$ cat src/rtl/sdram_mon_pkg.sv
package sdram_mon_pkg;

  typedef enum logic [2:0] {
    CMD_NOP, CMD_ACT, CMD_RD, CMD_WR, CMD_PRE, CMD_REF, CMD_MRS, CMD_TERM
  } cmd_e;

  typedef enum logic [2:0] {
    BS_IDLE     = 3'd0,
    BS_OPENING  = 3'd1,
    BS_OPEN     = 3'd2,
    BS_RD_AP    = 3'd3,
    BS_WR_AP    = 3'd4,
    BS_WR_RECOV = 3'd5,
    BS_CLOSING  = 3'd6
  } bank_st_e;

  typedef enum logic [2:0] {
    RULE_NONE        = 3'd0,
    RULE_GLOBAL_BUSY = 3'd1,
    RULE_ALL_IDLE    = 3'd2,
    RULE_AP_BURST    = 3'd3,
    RULE_BANK_BUSY   = 3'd4,
    RULE_NOT_IDLE    = 3'd5,
    RULE_NOT_OPEN    = 3'd6,
    RULE_RRD         = 3'd7
  } rule_e;

  function automatic int imax(int a, int b);
    return (a > b) ? a : b;
  endfunction

  // per-bank legality of a bank-addressed command
  function automatic rule_e bank_rule(cmd_e c, bank_st_e s);
    rule_e r;
    r = RULE_NONE;
    if (s == BS_RD_AP || s == BS_WR_AP) r = RULE_AP_BURST;
    else if (s == BS_OPENING || s == BS_WR_RECOV) r = RULE_BANK_BUSY;
    else begin
      case (c)
        CMD_ACT: begin
          if (s == BS_CLOSING) r = RULE_BANK_BUSY;
          else if (s == BS_OPEN) r = RULE_NOT_IDLE;
        end
        CMD_RD, CMD_WR: begin
          if (s == BS_CLOSING) r = RULE_BANK_BUSY;
          else if (s == BS_IDLE) r = RULE_NOT_OPEN;
        end
        default: r = RULE_NONE;
      endcase
    end
    return r;
  endfunction

endpackage

$ cat src/rtl/sdram_cmd_decode.sv
module sdram_cmd_decode
  import sdram_mon_pkg::*;
(
  input  logic cs_ni,
  input  logic ras_ni,
  input  logic cas_ni,
  input  logic we_ni,
  input  logic cke_i,
  output cmd_e cmd_o
);
  always_comb begin
    cmd_o = CMD_NOP;
    if (!cs_ni && cke_i) begin
      case ({ras_ni, cas_ni, we_ni})
        3'b011:  cmd_o = CMD_ACT;
        3'b101:  cmd_o = CMD_RD;
        3'b100:  cmd_o = CMD_WR;
        3'b010:  cmd_o = CMD_PRE;
        3'b001:  cmd_o = CMD_REF;
        3'b000:  cmd_o = CMD_MRS;
        3'b110:  cmd_o = CMD_TERM;
        default: cmd_o = CMD_NOP;
      endcase
    end
  end
endmodule

$ cat src/rtl/sdram_gap_timer.sv
module sdram_gap_timer #(
  parameter int W = 3
) (
  input  logic         clk_i,
  input  logic         rst_ni,
  input  logic         load_i,
  input  logic [W-1:0] val_i,
  output logic         busy_o
);
  logic [W-1:0] cnt_q;

  assign busy_o = (cnt_q != '0);

  always_ff @(posedge clk_i or negedge rst_ni) begin
    if (!rst_ni)     cnt_q <= '0;
    else if (load_i) cnt_q <= val_i;
    else if (busy_o) cnt_q <= cnt_q - 1'b1;
  end
endmodule

$ cat src/rtl/sdram_bank_fsm.sv
module sdram_bank_fsm
  import sdram_mon_pkg::*;
#(
  parameter int T_RCD     = 2,
  parameter int T_RP      = 2,
  parameter int T_WR      = 2,
  parameter int BURST_LEN = 4,
  parameter int TW        = 3
) (
  input  logic     clk_i,
  input  logic     rst_ni,
  input  cmd_e     cmd_i,
  input  logic     hit_i,
  input  logic     a10_i,
  input  logic     legal_i,
  output bank_st_e state_o
);
  typedef struct packed {
    bank_st_e        st;
    logic [TW-1:0]   t;
  } slot_t;

  // timer value = further edges the state is seen; zero chains to successor
  function automatic slot_t enter(bank_st_e s, logic [TW-1:0] c);
    slot_t r;
    r.st = s;
    r.t  = c;
    if (c == '0) begin
      case (s)
        BS_OPENING:            r.st = BS_OPEN;
        BS_CLOSING:            r.st = BS_IDLE;
        BS_RD_AP, BS_WR_RECOV: begin r.st = BS_CLOSING;  r.t = TW'(T_RP); end
        BS_WR_AP:              begin r.st = BS_WR_RECOV; r.t = TW'(T_WR); end
        default:               r.t = '0;
      endcase
    end
    return r;
  endfunction

  slot_t cur_q, nxt;
  logic  transient;

  assign transient = (cur_q.st != BS_IDLE) && (cur_q.st != BS_OPEN);
  assign state_o   = cur_q.st;

  always_comb begin
    nxt = cur_q;
    if (transient) nxt = enter(cur_q.st, cur_q.t - 1'b1);
    if (legal_i && hit_i) begin
      case (cmd_i)
        CMD_ACT: nxt = enter(BS_OPENING, TW'(T_RCD - 1));
        CMD_RD:  if (a10_i) nxt = enter(BS_RD_AP, TW'(BURST_LEN - 1));
        CMD_WR:  if (a10_i) nxt = enter(BS_WR_AP, TW'(BURST_LEN - 1));
        CMD_PRE: if (cur_q.st == BS_OPEN) nxt = enter(BS_CLOSING, TW'(T_RP - 1));
        default: ;
      endcase
    end
  end

  always_ff @(posedge clk_i or negedge rst_ni) begin
    if (!rst_ni) cur_q <= '{st: BS_IDLE, t: '0};
    else         cur_q <= nxt;
  end
endmodule

$ cat src/rtl/sdram_bank_monitor.sv
module sdram_bank_monitor
  import sdram_mon_pkg::*;
#(
  parameter int NB        = 2,
  parameter int T_RCD     = 2,
  parameter int T_RP      = 2,
  parameter int T_RC      = 7,
  parameter int T_WR      = 2,
  parameter int T_RRD     = 2,
  parameter int T_RSC     = 2,
  parameter int BURST_LEN = 4,
  localparam int BA_W     = (NB > 1) ? $clog2(NB) : 1
) (
  input  logic            clk_i,
  input  logic            rst_ni,
  input  logic            cs_ni,
  input  logic            ras_ni,
  input  logic            cas_ni,
  input  logic            we_ni,
  input  logic            cke_i,
  input  logic [BA_W-1:0] ba_i,
  input  logic            a10_i,
  output logic            viol_o,
  output logic [2:0]      viol_rule_o,
  output logic [BA_W-1:0] viol_bank_o,
  output logic [NB*3-1:0] bank_state_o
);
  localparam int TW = $clog2(imax(imax(T_RCD, T_RP), imax(T_WR, BURST_LEN)) + 1);
  localparam int GW = $clog2(imax(T_RC, T_RSC) + 1);
  localparam int RW = $clog2(T_RRD + 1);

  cmd_e            cmd;
  bank_st_e        st [NB];
  rule_e           rule;
  logic [BA_W-1:0] rbank;
  logic            legal, busy_g, busy_rrd;

  sdram_cmd_decode u_dec (
    .cs_ni (cs_ni), .ras_ni(ras_ni), .cas_ni(cas_ni), .we_ni(we_ni),
    .cke_i (cke_i), .cmd_o (cmd)
  );

  // refresh / mode-set quiet window
  sdram_gap_timer #(.W(GW)) u_gap_glob (
    .clk_i (clk_i), .rst_ni(rst_ni),
    .load_i(legal && (cmd == CMD_REF || cmd == CMD_MRS)),
    .val_i ((cmd == CMD_REF) ? GW'(T_RC - 1) : GW'(T_RSC - 1)),
    .busy_o(busy_g)
  );

  // row-open to row-open spacing
  sdram_gap_timer #(.W(RW)) u_gap_rrd (
    .clk_i (clk_i), .rst_ni(rst_ni),
    .load_i(legal && cmd == CMD_ACT),
    .val_i (RW'(T_RRD - 1)),
    .busy_o(busy_rrd)
  );

  always_comb begin
    rule  = RULE_NONE;
    rbank = ba_i;
    if (cmd != CMD_NOP) begin
      if (busy_g) rule = RULE_GLOBAL_BUSY;
      else begin
        case (cmd)
          CMD_REF, CMD_MRS: begin
            for (int i = NB - 1; i >= 0; i--)
              if (st[i] != BS_IDLE) begin rule = RULE_ALL_IDLE; rbank = BA_W'(i); end
          end
          CMD_TERM: begin
            for (int i = NB - 1; i >= 0; i--)
              if (st[i] == BS_RD_AP || st[i] == BS_WR_AP) begin
                rule = RULE_AP_BURST; rbank = BA_W'(i);
              end
          end
          CMD_PRE: begin
            if (a10_i) begin
              for (int i = NB - 1; i >= 0; i--)
                if (bank_rule(CMD_PRE, st[i]) != RULE_NONE) begin
                  rule = bank_rule(CMD_PRE, st[i]); rbank = BA_W'(i);
                end
            end else rule = bank_rule(CMD_PRE, st[ba_i]);
          end
          default: begin
            rule = bank_rule(cmd, st[ba_i]);
            if (cmd == CMD_ACT && rule == RULE_NONE && busy_rrd) rule = RULE_RRD;
          end
        endcase
      end
    end
  end

  assign legal = (rule == RULE_NONE);

  for (genvar i = 0; i < NB; i++) begin : g_bank
    sdram_bank_fsm #(
      .T_RCD(T_RCD), .T_RP(T_RP), .T_WR(T_WR), .BURST_LEN(BURST_LEN), .TW(TW)
    ) u_fsm (
      .clk_i  (clk_i),
      .rst_ni (rst_ni),
      .cmd_i  (cmd),
      .hit_i  ((ba_i == BA_W'(i)) || (cmd == CMD_PRE && a10_i)),
      .a10_i  (a10_i),
      .legal_i(legal),
      .state_o(st[i])
    );
    assign bank_state_o[3*i +: 3] = st[i];
  end

  always_ff @(posedge clk_i or negedge rst_ni) begin
    if (!rst_ni) begin
      viol_o      <= 1'b0;
      viol_rule_o <= '0;
      viol_bank_o <= '0;
    end else begin
      viol_o      <= !legal;
      viol_rule_o <= rule;
      viol_bank_o <= legal ? '0 : rbank;
    end
  end
endmodule

$ cat config.mk
export PLATFORM = sky130hd
export DESIGN_NAME = sdram_bank_monitor
export DESIGN_NICKNAME = d
export VERILOG_FILES = /design/src/rtl/sdram_mon_pkg.sv /design/src/rtl/sdram_cmd_decode.sv /design/src/rtl/sdram_gap_timer.sv /design/src/rtl/sdram_bank_fsm.sv /design/src/rtl/sdram_bank_monitor.sv
export SDC_FILE = /design/constraint.sdc
export NUM_CORES = 1
export LEC_CHECK = 0
export ABC_AREA = 1
export BUFFER_PORTS_ARGS = -buffer_cell sky130_fd_sc_hd__buf_2
export CAP_MARGIN = 20
export CORE_MARGIN = 2
export CORE_UTILIZATION = 55
export CTS_BUF_LIST = sky130_fd_sc_hd__clkbuf_2
export CTS_CLUSTER_DIAMETER = 200
export DETAILED_ROUTE_END_ITERATION = 12
export GPL_ROUTABILITY_DRIVEN = 0
export GPL_TIMING_DRIVEN = 0
export PLACE_DENSITY = 0.75
export SLEW_MARGIN = 20
export SYNTH_ARGS = -nofsm -noshare
export SYNTH_HDL_FRONTEND = slang
export SYNTH_SLANG_ARGS = --single-unit
$ cat constraint.sdc
create_clock -name clk_i -period 2.3 [get_ports clk_i]
set_clock_uncertainty 0.05 [all_clocks]
set_input_delay 0.23 -clock clk_i [delete_from_list [all_inputs] [get_ports clk_i]]
set_output_delay 0.23 -clock clk_i [all_outputs]
set_load 0.03 [all_outputs]
==> results of run 1 <==
-- Yosys cell counts, types with 4 or more instances --
library cell,count
nand2_1,110
inv_1,52
o21ai_0,33
nor2_1,30
nand3_1,23
dfrtp_1,22
a21oi_1,14
inv_2,11
ha_1,7
nand2_2,7
buf_4,6
nand4_1,6
nand2_4,5
buf_2,4
nor2_2,4
o21ai_1,4
o21ai_2,4
o22ai_1,4
-- worst max path at each step --
stage / start / cells past startpoint / slack, ns / to
3_3_place_gp: g_bank[0].u_fsm.state_o[0] / 13 / 0.02 / g_bank[0].u_fsm.cur_q[0]
3_5_place_dp: g_bank[0].u_fsm.state_o[0] / 13 / 0.01 / g_bank[0].u_fsm.cur_q[0]
2_1_floorplan: g_bank[0].u_fsm.state_o[0] / 13 / 0.34 / g_bank[0].u_fsm.cur_q[0]
4_1_cts: g_bank[0].u_fsm.state_o[1] / 13 / 0.005 / g_bank[0].u_fsm.cur_q[0]
6_report: g_bank[0].u_fsm.state_o[1] / 18 / 0.1 / g_bank[1].u_fsm.state_o[1]
5_1_grt: g_bank[0].u_fsm.state_o[0] / 17 / -0.07 / g_bank[1].u_fsm.state_o[1]
-- worst max-delay path: stages (launching register included) --
cell	delay (ns)
dfrtp_2	0.48
buf_4	0.15
inv_4	0.07
nand2_1	0.06
nand2_1	0.10
nand2_4	0.07
nand3_4	0.10
o21ai_1	0.07
nor2_1	0.08
nand2_1	0.06
nand2_1	0.08
nand2_2	0.07
a21oi_4	0.19
nand2_4	0.08
inv_4	0.08
nand2_4	0.07
clkbuf_16	0.16
nand2_1	0.05
nand2_1	0.05
-- sequential cells by signal, indices dropped and copies added, names as in the netlist --
| register | count |
|---|---|
| viol_o | 1 |
| g_bank.u_fsm.cur_q | 6 |
| viol_rule_o | 3 |
| viol_bank_o | 1 |
| u_gap_rrd.cnt_q | 2 |
| g_bank.u_fsm.state_o | 6 |
| u_gap_glob.cnt_q | 3 |
-- power groups by stage --
stage | logic [mW] | clock network [mW] | registers [mW]
floorplan | 1.43 | 0 | 0.674
global placement | 1.76 | 0 | 0.658
detailed placement | 1.80 | 0 | 0.661
CTS | 1.81 | 0.167 | 0.654
global route | 2.33 | 0.178 | 0.687
finish | 2.06 | 0.161 | 0.666
-- final cells by class --
| type | count | area [µm²] |
|---|---|---|
| plain buffers | 13 | 103.9 |
| repair buffers | 26 | 172.7 |
| well taps | 50 | 62.56 |
| fillers | 381 | 1360 |
| inverters | 66 | 255.2 |
| multi-input cells | 272 | 1475 |
| flip-flops and latches | 22 | 555.5 |
| clock buffers | 3 | 15.01 |
-- cell families (layout without fill, tap and decap cells) --
group / count (synthesis) / count (layout) / share of synthesized area (%)
flops: 22 / 22 / 24.14
compound gates: 71 / 71 / 18.49
simple gates: 191 / 191 / 37.30
buf+inv: 79 / 108 / 15.08
fa+ha+maj: 7 / 7 / 3.840
xor+xnor: 3 / 3 / 1.152
-- repair_timing --
action / 4_1_cts / 5_1_grt
hold buffers: 1 / 0
gates cloned: 0 / 1
resized for setup: 2 / 38
hold endpoints to repair: 22 / 0
pin swaps: 0 / 11
setup endpoints to repair: 1 / 15
setup buffers: 0 / 7
-- per-stage QoR --
step / utilization (%) / hold WS (ns) / area [µm²]
2_1_floorplan: - / -0.1156 / 2281
3_3_place_gp: 60.71 / 0.1838 / 2429
3_5_place_dp: 60.71 / 0.1875 / 2429
4_1_cts: 61.40 / 0.2432 / 2456
5_1_grt: 66.00 / 0.3036 / 2640
6_report: 66.00 / 0.2725 / 2640
-- layer usage --
layer	GRT usage, %	vias to the layer above	routed length [µm]
li1	-	1247	-
met1	35.61	1038	2690
met2	39.42	69	2446
met3	3.125	7	322
met4	5.250	0	84
met5	0	-	0
==> reports/results.ini, run 1 <==
[yosys]
synth_area_um2 = 2281
synth-seq-cells = 22
syn_inst = 373
synth.avg_cell_area_um2 = 6.115
synth_area_leaders = dfrtp_1 24%, nand2_1 18%, inv_1 8.6%
synth_fp_nets = 389
async_flop_share_pct = 100.0
synth_edf_count = 0
yosysUniqueCellTypes = 37
synth_area_leader_cell = dfrtp_1
yosysWarnings = 0
yosys.area.top_type_share_pct = 24.14
ys.flop_type = dfrtp_1
yosysSeqAreaShare_pct = 24.14

[die]
die_y_um = 68.40
io_pins = 20
die_x_um = 68.40
rows = 23
die_area_um2 = 4679
initial_core_util_pct = 57.02
coreArea_um2 = 4000

[clocking]
insertion_delay_ns = 0.34
cts_sinks = 22
cts_root_buf = clkbuf_2
path_clk_slew_ns = 0.22
clk_path_buf_depth = 2
numCtsBuffers = 3
ctsHtreeMaxLevel = 1
cts_tree = done

[timing]
min_period_ns = 2.202
max_freq_mhz = 454.2
rsz0062_at_grt = yes
setup_slack_ns = 0.09831
hold_violations = 0
slew_headroom_pct = 63.99
fin_crit_sh_pct = 95.73
final-setup-viol-count = 0
maxSlewViolCount = 0
worstMarginPinSlew_ns = 0.5344
fin_tns_setup_ns = 0

[routing]
vias = 2361
route.detailed.drc = 0
drt_iter0_drc = 136
firstDrtPassIters = 5
vias_per_cell = 5.223
routedWlPerCell_um = 12.26
drtAntennaViolNets = 0
wl_um = 5543

[worst_setup_path]
regToRegEndpoint = g_bank[1].u_fsm.state_o[1]
worstSetupPathType = reg2reg
start_kind = flop
worst_ep_arrival_time_ns = 2.42
rrSetupSlack_ns = 0.1
cp.required_ns = 2.52
critPathMaxFanout = 6
crit_path_end_kind = flop
reg2reg_depth = 18
worstReg2RegStart = g_bank[0].u_fsm.state_o[1]

[power]
internal_power_mw = 1.353
ir_drop_mv = 0.6009
p_leak_nw = 1.481
p_switching_mw = 1.534
power_mw = 2.888
powerDensity_nw_per_um2 = 1094
switching_share_pct = 53.13
p_seq_share_pct = 23.1
comb_power_share_pct = 71.4
clockPowerShare_pct = 5.6

[final_layout]
final_common_cell = nand2_1
areaGrowthSynthToFinish_pct = 15.74
stdcell_count = 452
drive_above_1_share_pct = 25.62
num_antenna_cells = 0
mostFrequentLayoutCells = 101 x nand2_1, 50 x inv_1, 29 x o21ai_0, 25 x nor2_1, 21 x nand3_1
nNetsFinal = 420

[grt]
antenna_found_initial = 0
grt_pass1_vias = 1991
grt_max_degree = 23
overflow = 0
grt_first_pass_wirelength_um = 8797
grt_use_total_pct = 24.73

[outcome]
outcome = completed

[placement]
hpwl_um = 4084
io_buffers = 17
dp_cells = 440
dp_slack_ns = 0.01487

[worst_hold_path]
hold_depth = 5
hp-start = ba_i
whs_endpoint = viol_bank_o
hold_path_class = in2reg

[job]
drv_cap = 0

Note: power is estimated with default switching activity, not from simulation.
==> run 2, diff against run 1 <==
Settings changed: RECOVER_POWER set to 50, TNS_END_PERCENT set to 50.
==> reports/results.ini, run 2 (same netlist as run 1, synthesis figures left out) <==
[worst_setup_path]
crit_path_end_kind = flop
critPathMaxFanout = 6
max_stage_delay_ns = 0.48
worstSetupPathType = reg2reg
worst_ep_arrival_time_ns = 2.42
start_kind = flop
cp_common_cell = nand2_1
crit_family = simple AND/OR/NAND/NOR gates
crit_chain = buf_4 -> inv_4 -> nand2_1 -> nand2_1 -> nand2_4 -> nand3_4 -> o21ai_1 -> nor2_1 -> nand2_1 -> nand2_1 -> nand2_2 -> a21oi_4 -> nand2_4 -> inv_4 -> nand2_4 -> clkbuf_16 -> nand2_1 -> nand2_1
critPathBufInv = 4
cp.required_ns = 2.52
slowest_stage = dfrtp_2

[timing]
rsz0062_at_grt = yes
hold_ws_ns = 0.2726
slew_headroom_pct = 16.33
worstMarginPinSlew_ns = 1.255
fin_crit_sh_pct = 95.72
hold_violations = 0
max_freq_mhz = 454.2
maxSlewViolCount = 0
final-setup-viol-count = 0
min_period_ns = 2.202
setup_slack_ns = 0.09833

[job]
drv_cap = 0

[grt]
grt_max_degree = 23
overflow = 0
grt_pass1_vias = 1991
grt_first_pass_wirelength_um = 8797
grt_use_total_pct = 24.73
antenna_found_initial = 0

[final_layout]
multi_input_area_um2 = 1475
mostFrequentLayoutCells = 101 x nand2_1, 50 x inv_1, 29 x o21ai_0, 25 x nor2_1, 21 x nand3_1
num_antenna_cells = 0
ff_latch_area_um2 = 555.5
fill_cells = 382
nNetsFinal = 420
final_common_cell = nand2_1
fin_area_um2 = 2639
drive_above_1_share_pct = 25.37
areaGrowthSynthToFinish_pct = 15.69

[clocking]
cts_root_buf = clkbuf_2
numCtsBuffers = 3
path_clk_slew_ns = 0.22
clk_path_buf_depth = 2
cts_tree = done
cts_sinks = 22
ctsHtreeMaxLevel = 1
insertion_delay_ns = 0.34

[power]
ir_drop_mv = 0.6009
power_mw = 2.888
powerDensity_nw_per_um2 = 1095
p_leak_nw = 1.479

[routing]
drt_iter0_drc = 136
vias = 2361
route.detailed.drc = 0
routedWlPerCell_um = 12.29
wl_um = 5553
firstDrtPassIters = 5
vias_per_cell = 5.223
drtAntennaViolNets = 0

[die]
rows = 23
coreArea_um2 = 4000
die_y_um = 68.40
io_pins = 20
die_area_um2 = 4679
initial_core_util_pct = 57.02
die_x_um = 68.40

[placement]
place_area_um2 = 2429
io_buffers = 17
hpwl_um = 4084
dp_slack_ns = 0.01487

[outcome]
outcome = completed

[worst_hold_path]
hold_path_class = in2reg

==> run 2: cell types whose count changed in the layout (fill, tap and decap cells not counted) <==
cell,before,now
buf_2,19,18
clkbuf_1,1,2
==> run 2: worst paths after layout <==
| check | start | to | slack [ns] | depth (start not counted) |
|---|---|---|---|---|
| max | g_bank[0].u_fsm.state_o[1] | g_bank[1].u_fsm.state_o[1] | 0.1 | 18 |
| min | ba_i | viol_bank_o | 0.27 | 5 |
| max reg2reg | g_bank[0].u_fsm.state_o[1] | g_bank[1].u_fsm.state_o[1] | 0.1 | 18 |
| min reg2reg | u_gap_glob.cnt_q[1] | u_gap_glob.cnt_q[1] | 0.46 | 2 |
| max in group asynchronous | rst_ni | g_bank[0].u_fsm.state_o[1] | 0.80 | 2 |
| min in group asynchronous | rst_ni | g_bank[0].u_fsm.cur_q[2] | 0.59 | 2 |
==> run 2: layout make-up <==
type	instances	area share, %
Sequential cell	22	21.05
Multi-Input combinational cell	272	55.90
Timing Repair Buffer	26	6.496
Clock buffer	3	0.5690
Buffer	13	3.936
Tap cell	50	2.371
Inverter	66	9.673
==> run 2: what timing repair did <==
item | CTS | global route
hold buffers | 1 | 0
setup buffers | 0 | 7
gates resized for setup | 2 | 38
pin swaps | 0 | 11
cloned | 0 | 1
hold endpoints to repair | 22 | 0
setup endpoints to repair | 1 | 15
==> run 2: worst reg2reg max path, cell delays in order (launching register included) <==
cell,delay (ns)
dfrtp_2,0.48
buf_4,0.15
inv_4,0.07
nand2_1,0.06
nand2_1,0.10
nand2_4,0.08
nand3_4,0.10
o21ai_1,0.07
nor2_1,0.08
nand2_1,0.06
nand2_1,0.08
nand2_2,0.07
a21oi_4,0.19
nand2_4,0.08
inv_4,0.08
nand2_4,0.07
clkbuf_16,0.16
nand2_1,0.05
nand2_1,0.05
==> run 2: per-stage QoR <==
step           TNS (ns)  utilization, %  std cells
6_report              0           65.97        452
5_1_grt         -0.7434           65.97        452
4_1_cts               0           61.40        444
3_5_place_dp          0           60.71        440
3_3_place_gp          0           60.71        440
2_1_floorplan         0               -        373
==> run 2: power by group <==
group | internal [mW] | switching (mW)
combinational | 0.772 | 1.29
clock | 0.0355 | 0.125
sequential | 0.545 | 0.120
total | 1.35 | 1.54
==> run 2: metal layers <==
metal,wire length (µm),track usage (%)
met1,2708,35.61
met2,2447,39.42
met3,312,3.125
met4,84,5.250
met5,0,0
